File: src/rtl/sbb_pkg.sv
package sbb_pkg;

  typedef enum logic [2:0] {
    ACC_IDLE,
    ACC_REG_RD,
    ACC_REG_WR,
    ACC_STR_RD,
    ACC_STR_WR
  } acc_e;

  // Classify one bus cycle from its request, direction and stream-address hit.
  function automatic acc_e classify(input logic sel, input logic wr, input logic hit);
    if (!sel)     return ACC_IDLE;
    else if (hit) return wr ? ACC_STR_WR : ACC_STR_RD;
    else          return wr ? ACC_REG_WR : ACC_REG_RD;
  endfunction

  // Occupancy of a one-word holder after a possible load and a possible take.
  function automatic logic hold_next(input logic valid, input logic load, input logic take);
    return load | (valid & ~take);
  endfunction

endpackage

File: src/rtl/sbb_decode.sv
module sbb_decode
  import sbb_pkg::*;
#(
  parameter int unsigned          AW          = 4,
  parameter logic [AW-1:0]        STREAM_ADDR = '1
) (
  input  logic          sel,
  input  logic          wr,
  input  logic [AW-1:0] addr,
  output acc_e          acc
);
  logic hit_stream;
  assign hit_stream = (addr == STREAM_ADDR);
  assign acc        = classify(sel, wr, hit_stream);
endmodule

File: src/rtl/sbb_stream_hold.sv
module sbb_stream_hold
  import sbb_pkg::*;
#(
  parameter int unsigned DW = 32
) (
  input  logic          clk,
  input  logic          rst,
  input  logic          consume,
  input  logic          strm_valid,
  input  logic [DW-1:0] strm_data,
  output logic          strm_pull,
  output logic          hold_valid,
  output logic [DW-1:0] hold_data
);
  logic load;

  // Refill whenever empty, or in the same cycle the held word leaves.
  assign strm_pull = ~hold_valid | consume;
  assign load      = strm_pull & strm_valid;

  always_ff @(posedge clk) begin
    if (rst) begin
      hold_valid <= 1'b0;
    end else begin
      hold_valid <= hold_next(hold_valid, load, consume);
    end
  end

  always_ff @(posedge clk) begin
    if (load) hold_data <= strm_data;
  end

  p_pull_when_empty_r2: assert property (@(posedge clk) disable iff (rst)
    !hold_valid |-> strm_pull);

  p_refill_on_take_r5: assert property (@(posedge clk) disable iff (rst)
    consume |-> strm_pull);

  p_no_take_when_empty_r4: assert property (@(posedge clk) disable iff (rst)
    consume |-> hold_valid);
endmodule

File: src/rtl/sbb_reg_hold.sv
module sbb_reg_hold #(
  parameter int unsigned DW = 32
) (
  input  logic          clk,
  input  logic          rst,
  input  logic          rd_req,
  input  logic [DW-1:0] reg_rdata,
  output logic          pend,
  output logic [DW-1:0] hold_data
);
  logic capture;

  // First cycle of a register read captures; second cycle completes it.
  assign capture = rd_req & ~pend;

  always_ff @(posedge clk) begin
    if (rst) pend <= 1'b0;
    else     pend <= capture;
  end

  always_ff @(posedge clk) begin
    if (capture) hold_data <= reg_rdata;
  end

  p_capture_then_serve_r6: assert property (@(posedge clk) disable iff (rst)
    capture |=> pend);

  p_pend_one_cycle_r6: assert property (@(posedge clk) disable iff (rst)
    pend |=> !pend);
endmodule

File: src/rtl/stream_bridge.sv
module stream_bridge
  import sbb_pkg::*;
#(
  parameter int unsigned   AW          = 4,
  parameter int unsigned   DW          = 32,
  parameter logic [AW-1:0] STREAM_ADDR = '1
) (
  input  logic          clk,
  input  logic          rst,
  input  logic          bus_sel,
  input  logic          bus_wr,
  input  logic [AW-1:0] bus_addr,
  input  logic [DW-1:0] bus_wdata,
  output logic [DW-1:0] bus_rdata,
  output logic          bus_ready,
  output logic          bus_err,
  output logic          reg_we,
  output logic [AW-1:0] reg_addr,
  output logic [DW-1:0] reg_wdata,
  input  logic [DW-1:0] reg_rdata,
  input  logic          strm_valid,
  input  logic [DW-1:0] strm_data,
  output logic          strm_pull
);
  acc_e          acc;
  logic          is_str_rd, is_str_wr, is_reg_rd, is_reg_wr;
  logic          consume;
  logic          s_valid;
  logic [DW-1:0] s_data;
  logic          r_pend;
  logic [DW-1:0] r_data;

  sbb_decode #(.AW(AW), .STREAM_ADDR(STREAM_ADDR)) u_dec (
    .sel (bus_sel),
    .wr  (bus_wr),
    .addr(bus_addr),
    .acc (acc)
  );

  assign is_str_rd = (acc == ACC_STR_RD);
  assign is_str_wr = (acc == ACC_STR_WR);
  assign is_reg_rd = (acc == ACC_REG_RD);
  assign is_reg_wr = (acc == ACC_REG_WR);
  assign consume   = is_str_rd & s_valid;

  sbb_stream_hold #(.DW(DW)) u_strm (
    .clk       (clk),
    .rst       (rst),
    .consume   (consume),
    .strm_valid(strm_valid),
    .strm_data (strm_data),
    .strm_pull (strm_pull),
    .hold_valid(s_valid),
    .hold_data (s_data)
  );

  sbb_reg_hold #(.DW(DW)) u_reg (
    .clk      (clk),
    .rst      (rst),
    .rd_req   (is_reg_rd),
    .reg_rdata(reg_rdata),
    .pend     (r_pend),
    .hold_data(r_data)
  );

  assign reg_we    = is_reg_wr;
  assign reg_addr  = bus_addr;
  assign reg_wdata = bus_wdata;

  assign bus_ready = consume | (is_reg_rd & r_pend) | is_reg_wr | is_str_wr;
  assign bus_err   = is_str_wr;
  assign bus_rdata = is_str_rd ? s_data : r_data;

  p_zero_wait_r3: assert property (@(posedge clk) disable iff (rst)
    (is_str_rd && s_valid) |-> bus_ready);

  p_wait_when_empty_r4: assert property (@(posedge clk) disable iff (rst)
    (is_str_rd && !s_valid) |-> !bus_ready);

  p_reg_keeps_stream_r7: assert property (@(posedge clk) disable iff (rst)
    (is_reg_rd && s_valid) |=> (s_valid && $stable(s_data)));

  p_reg_write_r8: assert property (@(posedge clk) disable iff (rst)
    is_reg_wr |-> (bus_ready && !bus_err));

  p_stream_write_r9: assert property (@(posedge clk) disable iff (rst)
    is_str_wr |-> (bus_err && !reg_we && bus_ready));

  p_stream_write_keeps_r9: assert property (@(posedge clk) disable iff (rst)
    (is_str_wr && s_valid) |=> (s_valid && $stable(s_data)));
endmodule

File: config.mk
export PLATFORM = sky130hd
export DESIGN_NAME = stream_bridge
export DESIGN_NICKNAME = d
export VERILOG_FILES = /design/src/rtl/sbb_pkg.sv /design/src/rtl/sbb_decode.sv /design/src/rtl/sbb_stream_hold.sv /design/src/rtl/sbb_reg_hold.sv /design/src/rtl/stream_bridge.sv
export SDC_FILE = /design/constraint.sdc
export NUM_CORES = 1
export LEC_CHECK = 0
export CORE_UTILIZATION = 37
export CTS_CLUSTER_SIZE = 28
export DETAILED_ROUTE_END_ITERATION = 7
export PLACE_DENSITY = 0.87
export SLEW_MARGIN = 40
export SYNTH_ARGS = -nofsm -noshare
export SYNTH_HDL_FRONTEND = slang
export SYNTH_HIERARCHICAL = 1
export SYNTH_SLANG_ARGS = --single-unit
File: constraint.sdc
create_clock -name clk -period 4.3 [get_ports clk]
set_clock_uncertainty 0.15 [all_clocks]
set_input_delay 0.43 -clock clk [delete_from_list [all_inputs] [get_ports clk]]
set_output_delay 0.43 -clock clk [all_outputs]
set_load 0.1 [all_outputs]
# --- Word-level counts from Yosys, hierarchy flattened ---
# Index checks and enable logic that the tools add are counted.
word_totals:
  out_inout_bits: 72
  input_bits: 105
  word_cells: 27
  regBits: 66
op_classes:
  mux: 5
  bitwise_logic: 13
  eq_ne: 5
ops:
  columns: ["cell", "count"]
  rows:
  - ["two-way mux 32 bit", 1]
  - ["two-way mux 3 bit", 3]
  - ["equality test 3 x 2 -> 1 bit (second input constant)", 2]
  - ["AND 1 bit", 5]
  - ["bitwise OR 1 bit", 5]
  - ["equality test 4 bit (second input constant)", 1]
  - ["equality test 3 x 1 -> 1 bit (second input constant)", 1]
  - ["equality test 3 bit (second input constant)", 1]
  - ["NOT 1 bit", 3]
  - ["two-way mux 2 bit", 1]

# --- Logic depth before layout (Yosys ltp) ---
# Gate-level depths: netlist of run 1.
depth:
  depth_word: 8
  depth_mapped: 8
  mapped_depth_nobuf: 7

# --- By module ---
# The synthesis of run 1 kept the hierarchy.
modules_own_cells:
  columns: ["mod", "instances", "area_each_um2", "seq_area_each_um2", "cells_per_inst"]
  rows:
  - ["sbb_stream_hold", 1, 1016.0, 980.9, 37]
  - ["sbb_reg_hold", 1, 999.7, 980.9, 35]
  - ["stream_bridge", 1, 850.8, 0.0, 81]
  - ["sbb_decode", 1, 40.0, 0.0, 5]

# --- Worst setup path before layout of run 1 ---
# No wires, ideal clock.
synth_path:
  path_type: "input port to output port"
  startpoint: "input port bus_addr[1]"
  endpoint: "output port reg_we"
  cell_stages: 4
  slack_ns: 0.364
  required_time_ns: 3.720
  arrival_time_ns: 3.356
  n_path_buf: 0
  path_cell_list: "and4_1 ha_1 and2_1 nor3b_1"
synth_between:
  elab_chain_len: 4
synth_lines:
  columns: ["item", "line", "rtl"]
  rows:
  - ["start: declaration", "stream_bridge.sv:12", "input logic [AW-1:0] bus_addr,"]
  - ["equality test 4 bit", "sbb_decode.sv:13", "assign hit_stream = (addr == STREAM_ADDR);"]
  - ["two-way mux 3 bit", "sbb_pkg.sv:14", "else if (hit) return wr ? ACC_STR_WR : ACC_STR_RD;"]
  - ["two-way mux 3 bit", "sbb_pkg.sv:13", "if (!sel) return ACC_IDLE;"]
  - ["net acc[1]", "stream_bridge.sv:25", "acc_e acc;"]
  - ["equality test 3 x 2 -> 1 bit", "stream_bridge.sv:43", "assign is_reg_wr = (acc == ACC_REG_WR);"]
  - ["end: declaration", "stream_bridge.sv:17", "output logic reg_we,"]
# The timed path passes the listed nets, and every way through them passes these cells.

# --- Final worst setup path of run 1 ---
layout_path:
  startpoint: "input port bus_addr[0]"
  endpoint: "output port bus_rdata[31]"
layout_between:
  elab_chain_len: 5
layout_lines:
  columns: ["item", "line", "rtl"]
  rows:
  - ["equality test 4 bit", "sbb_decode.sv:13", null]
  - ["two-way mux 3 bit", "sbb_pkg.sv:14", null]
  - ["two-way mux 3 bit", "sbb_pkg.sv:13", null]
  - ["net acc[1]", "stream_bridge.sv:25", null]
  - ["equality test 3 x 2 -> 1 bit", "stream_bridge.sv:40", "assign is_str_rd = (acc == ACC_STR_RD);"]
  - ["two-way mux 32 bit", "stream_bridge.sv:72", "assign bus_rdata = is_str_rd ? s_data : r_data;"]
  - ["end: declaration", "stream_bridge.sv:14", "output logic [DW-1:0] bus_rdata,"]
# The timed path passes the listed nets, and every way through them passes these cells.

==> flow_metrics.tcl, run 1 <==
set metrics [dict create \
    ctsHoldBuffers 0 \
    h-tree-depth 3 \
    clkPwrFrac_pct 31.1 \
    cts_sinks 66 \
    fp.dieW_um 90.6 \
    nets 350 \
    multi_input_area_um2 641 \
    io_buffers 112 \
    drive_gt1_share_pct 37.8 \
    synth_area_mm2 0.00291 \
    routabilityCongestion 0.651 \
    post_cts_buffers 0 \
    dp.cells 332 \
    instances_no_fill 348 \
    ys_seq_area_share_pct 67.5 \
    crit_chain "clkdlybuf4s50_1 > and4_1 > ha_1 > and2_1 > nand3b_4 > buf_4 > mux2_2 > buf_4" \
    ys_ff_latch 66 \
    finalCriticalPeriod_ns 3.49 \
    syn_nets 264 \
    syn_inst 158 \
    swShare_pct 27.6 \
    worstSkewPairLatency_ns 0.33 \
    status "complete, no violations" \
    die_h_um 90.6 \
    clk_pin_slew_ns 0.06 \
    rows 31 \
    ant_nets 0 \
    dr.pass1.iters 4 \
    postPlaceCellArea_mm2 0.00376 \
    relSlewSlack_pct 64.7 \
    die-area_mm2 0.00821 \
    p_leak_nw 1.58 \
    p_int_w 0.00111 \
    finalSetupTns_ns 0 \
    worstPathArrival_ns 2.91 \
    critPathKind "input pin to output pin" \
    grt_pass1_wl_um 8160 \
    post_cts_resize_count 0 \
    cts_tree "yes" \
    fin_util_pct 53.2 \
    synth_top_cell_by_area "edfxtp_1" \
    ios 177 \
    dr_total_vias 1543 \
    cpPeakStageDelay_ns 0.48 \
    drv_cap 0 \
    grt_use_total_pct 13.5 \
    start_kind "input pin" \
    first_iter_violations 54 \
    clockBufferDepth 2 \
    coreArea_mm2 0.00741 \
    regArea_mm2 0.00196 \
    antennaDiodeCount 0 \
    timing.final.crit_share_pct 81.1 \
    start_util_pct 39.2 \
    synth_cell_types 22 \
    comb_power_share_pct 20.1 \
    setup_viol 0 \
    cpMostUsedCell "buf_4" \
    crit_required_ns 3.72 \
    grt_start_max_net_pins 33 \
    power.density_mw_per_mm2 390 \
    synth_area_leaders "edfxtp_1, mux2_4, buf_4" \
    grt_overflow 0 \
    drv_slew 0 \
    whs_ns 0.376 \
    grt_pass1_vias 1651 \
    root_buffer "clkbuf_8" \
    cp_max_fo 18 \
    post-synth-top-area-fraction_pct 66.1 \
    rsz0062_at_grt "false" \
    ys_warn_count 6 \
    final_area_mm2 0.00394 \
    syn_to_final_growth_pct 35.7 \
    p_switching_w 0.000424 \
    antenna_found_initial 0 \
    fmax_mhz 287 \
    n_fill_cell 602 \
    endpoint_kind "output pin" \
    post_drt_wl_per_cell_um 15.3 \
    avgSynthCellArea_um2 18.4 \
    ir_drop_mv 0.204 \
    wl_um 5320 \
    hold_viol 0 \
    power_frac_seq_pct 48.9 \
    hp-class "flop to flop" \
    cts_inserted_buffers 9 \
    critPathSlowestCell "clkdlybuf4s50_1" \
    route.detailed.drc 0 \
    via_per_inst 4.43 \
    worstMarginPinSlew_ns 0.528 \
]
-- cells in the final DEF (no fill, tap or decap), types with 2 or more instances in the layout --
cell type / count
nor3b_1: 3
clkbuf_8: 9
inv_1: 2
mux2_4: 29
clkinv_1: 2
edfxtp_1: 64
mux2_2: 3
and2_1: 2
clkinv_2: 3
clkdlybuf4s50_1: 72
buf_2: 4
buf_4: 38
dfxtp_1: 2
-- logic make-up after synthesis --
group	Yosys count	synth area share, %
buffers and inverters	41	10.7
AO/OA/AOI/OAI	3	0.775
multiplexers	32	16.1
flip-flops	66	67.5
AND/OR/NAND/NOR	15	4.43
adder cells (fa/ha/maj)	1	0.430
-- power by group through the flow --
stage | Clock [W] | Sequential [W] | Combinational [W]
finish | 0.000478 | 0.000751 | 0.000309
floorplan | 0 | 0.000764 | 0.000348
global placement | 0 | 0.000764 | 0.000310
detailed placement | 0 | 0.000766 | 0.000311
CTS | 0.000500 | 0.000752 | 0.000312
global route | 0.000526 | 0.000754 | 0.000320
-- Yosys cell counts --
cell type and n:
edfxtp_1 64, buf_4 36, mux2_4 29, buf_6 3
mux2_2 3, nor3b_1 3, and2_1 2, dfxtp_1 2
inv_1 2, nor2b_1 2, a211o_1 1, a21oi_2 1
and2_4 1, and3_1 1, and4_1 1, ha_1 1
nand2b_4 1, nand3b_1 1, nand3b_4 1, nor2_1 1
nor3b_2 1, o21ai_0 1
-- worst max-delay path, delay by kind of cell --
family / cells / cell delay [ns]
adders and majority gates: 1 / 0.22
buffers and inverters: 3 / 1.09
and+or+nand+nor: 3 / 0.75
muxes: 1 / 0.39
-- area by class of cell --
class                           count  area share (%)
Clock buffer                        9            3.14
Clock inverter                      7            1.52
Inverter                            2           0.190
Multi-Input combinational cell     51            16.2
Sequential cell                    66            49.7
Tap cell                           99            3.14
Timing Repair Buffer              114            26.0
-- sequential cells by signal (all words and copies together) (netlist names) --
register,count
u_reg/hold_data,32
u_strm/hold_data,32
u_reg/pend,1
u_strm/hold_valid,1
-- path summary, 6_finish.rpt --
check                           depth (start not counted)               from                    to  slack (ns)
worst max register to register                          4  u_strm/hold_valid  u_strm/hold_data[20]        2.60
worst min register to register                          2  u_strm/hold_valid     u_strm/hold_valid        0.38
worst max-delay path                                    8        bus_addr[0]         bus_rdata[31]        0.81
worst min-delay path                                    2  u_strm/hold_valid     u_strm/hold_valid        0.38
-- per-layer routing --
metal | vias to the layer above | global-route usage (%) | share of wire, %
li1 | 721 | - | -
met1 | 717 | 14.0 | 37
met2 | 90 | 23.3 | 53
met3 | 15 | 5.30 | 8.5
met4 | 0 | 7.66 | 2.0
met5 | - | 0 | 0
-- per-stage QoR --
step / setup slack (ns) / power, W
global route: 0.686 / 0.00160
finish: 0.814 / 0.00154
floorplan: 0.364 / 0.00111
detailed placement: 0.778 / 0.00108
CTS: 0.776 / 0.00156
global placement: 0.863 / 0.00107
(Power assumes the default switching activity.)
==> run 2, diff against run 1 <==
--- a/config.mk
+++ b/config.mk
@@ -5,10 +5,10 @@
 export SDC_FILE = /design/constraint.sdc
 export NUM_CORES = 1
 export LEC_CHECK = 0
-export CORE_UTILIZATION = 37
+export CORE_UTILIZATION = 34
 export CTS_CLUSTER_SIZE = 28
 export DETAILED_ROUTE_END_ITERATION = 7
-export PLACE_DENSITY = 0.87
+export PLACE_DENSITY = 0.84
 export SLEW_MARGIN = 40
 export SYNTH_ARGS = -nofsm -noshare
 export SYNTH_HDL_FRONTEND = slang
==> constraint.sdc (replaced) <==
create_clock -name clk -period 2.89 [get_ports clk]
set_clock_uncertainty 0.15 [all_clocks]
set_input_delay 0.289 -clock clk [delete_from_list [all_inputs] [get_ports clk]]
set_output_delay 0.289 -clock clk [all_outputs]
set_load 0.1 [all_outputs]
==> flow_metrics.tcl, run 2 (synthesis results as in run 1) <==
set metrics [dict create \
    r2r-end "u_strm/hold_data[27]" \
    fin_util_pct 55.3 \
    finalSetupTns_ns 0 \
    wl_met3_um 485 \
    status "complete, no violations" \
    drv_slew 0 \
    reg_top3 "u_reg/hold_data x32, u_strm/hold_data x32" \
    hp-class "input pin to flop" \
    wl_met1_um 1960 \
    rsz0062_at_grt "false" \
    root_buffer "clkbuf_8" \
    critPathKind "input pin to output pin" \
    dr.max_layer_used "met4" \
    fp.dieW_um 94.5 \
    post_drt_wl_per_cell_um 15.8 \
    worstSkewPairLatency_ns 0.33 \
    timing.final.crit_share_pct 94.3 \
    grt_use_total_pct 13.6 \
    antennaDiodeCount 0 \
    antenna_found_initial 0 \
    grt_overflow 0 \
    p_leak_nw 1.82 \
    dp.cells 346 \
    cp.depth 8 \
    relSlewSlack_pct 81.2 \
    total_power_w 0.00252 \
    cpMostUsedCell "buf_12" \
    routabilityCongestion 0.692 \
    dr_total_vias 1605 \
    power.density_mw_per_mm2 552 \
    grt_pass1_vias 1750 \
    route.detailed.drc 0 \
    grt_pass1_wl_um 8670 \
    rows 33 \
    syn_to_final_growth_pct 57.1 \
    hpwl_um 4420 \
    n_fill_cell 659 \
    cts_sinks 66 \
    crit_required_ns 2.45 \
    mostFrequentLayoutCells "clkdlybuf4s50_1, edfxtp_1, buf_12, mux2_4, buf_4" \
    drv_cap 0 \
    first_iter_violations 41 \
    wl_um 5720 \
    grt_start_max_net_pins 21 \
    cts_inserted_buffers 9 \
    routed-wl-met2_um 3090 \
    start_kind "input pin" \
    io_buffers 112 \
    rr_worst_depth 5 \
    setup_viol 0 \
    h-tree-depth 3 \
    crit_family "buffers and inverters" \
    cpPeakStageDelay_ns 0.49 \
    whs_ns 0.350 \
    die_h_um 94.5 \
    final_common_cell "clkdlybuf4s50_1" \
    die-area_mm2 0.00892 \
    ios 177 \
    cp-endpoint "bus_rdata[22]" \
    hold_viol 0 \
    cp-startpoint "bus_addr[3]" \
    clockBufferDepth 2 \
    instances_no_fill 362 \
    via_per_inst 4.43 \
    ant_nets 0 \
    coreArea_mm2 0.00826 \
    nets 358 \
    ir_drop_mv 0.444 \
    dr.pass1.iters 4 \
    post_cts_resize_count 0 \
    post_cts_buffers 0 \
    drive_gt1_share_pct 40.9 \
    critPathSlowestCell "clkdlybuf4s50_1" \
    endpoint_kind "output pin" \
    start_util_pct 35.2 \
    reg2reg_slack_ns 1.35 \
    cp_max_fo 12 \
    cts_tree "yes" \
    r2r-start "u_strm/hold_valid" \
    crit_chain "clkdlybuf4s50_1 > and4_1 > ha_1 > and2_1 > nand3b_4 > buf_12 > mux2_2 > buf_12" \
    worstPathArrival_ns 2.29 \
    path_buf_inv 3 \
    finalCriticalPeriod_ns 2.72 \
    clk_pin_slew_ns 0.07 \
    ctsHoldBuffers 0 \
    fmax_mhz 367 \
    worstMarginPinSlew_ns 0.281 \
]
==> run 2: metal layers <==
metal  vias up  global-route usage (%)
met3        31                    5.07
met2        82                    24.5
met5         -                       0
met1       756                    13.2
met4         0                    7.95
li1        736                       -
==> run 2: area by class of cell <==
| cell class | instances | area, um2 | area share (%) |
|---|---|---|---|
| tap | 105 | 131 | 2.88 |
| clock buffer | 9 | 124 | 2.71 |
| sequential | 66 | 1960 | 43.0 |
| inverter | 2 | 7.51 | 0.164 |
| multi-input combinational | 51 | 651 | 14.3 |
| timing repair buffer | 122 | 1600 | 35.0 |
| clock inverter | 7 | 93.8 | 2.06 |
==> run 2: per-stage QoR <==
| stage | instance area (um2) | worst slack (ns) |
|---|---|---|
| 5_1_grt | 4570 | 0.0762 |
| 2_1_floorplan | 2920 | 0.207 |
| 3_3_place_gp | 4350 | 0.146 |
| 4_1_cts | 4570 | 0.128 |
| 3_5_place_dp | 4350 | 0.147 |
| 6_report | 4570 | 0.165 |
==> run 2: worst min-delay path by stage <==
stage                  start                  end  slack, ns  cells past startpoint
6_report       reg_rdata[29]  u_reg/hold_data[29]       0.35                      1
5_1_grt         strm_data[3]  u_strm/hold_data[3]       0.34                      1
4_1_cts         reg_rdata[6]   u_reg/hold_data[6]       0.34                      1
3_5_place_dp      u_reg/pend           u_reg/pend       0.37                      1
3_3_place_gp      u_reg/pend           u_reg/pend       0.36                      1
2_1_floorplan            rst    u_strm/hold_valid       0.20                      1
==> run 2: power by group <==
group | internal, W | total (W) | switching (W) | leakage [nW]
sequential | 0.00110 | 0.00112 | 0.0000128 | 0.618
combinational | 0.000249 | 0.000563 | 0.000314 | 1.09
clock | 0.000484 | 0.000841 | 0.000357 | 0.107
==> run 3, diff against run 2 <==
--- a/config.mk
+++ b/config.mk
@@ -9,7 +9,6 @@
 export CTS_CLUSTER_SIZE = 28
 export DETAILED_ROUTE_END_ITERATION = 7
 export PLACE_DENSITY = 0.84
-export SLEW_MARGIN = 40
 export SYNTH_ARGS = -nofsm -noshare
 export SYNTH_HDL_FRONTEND = slang
 export SYNTH_HIERARCHICAL = 1
==> results of run 3 <==
No change in the layout: final DEF, timing and power equal those of run 2.
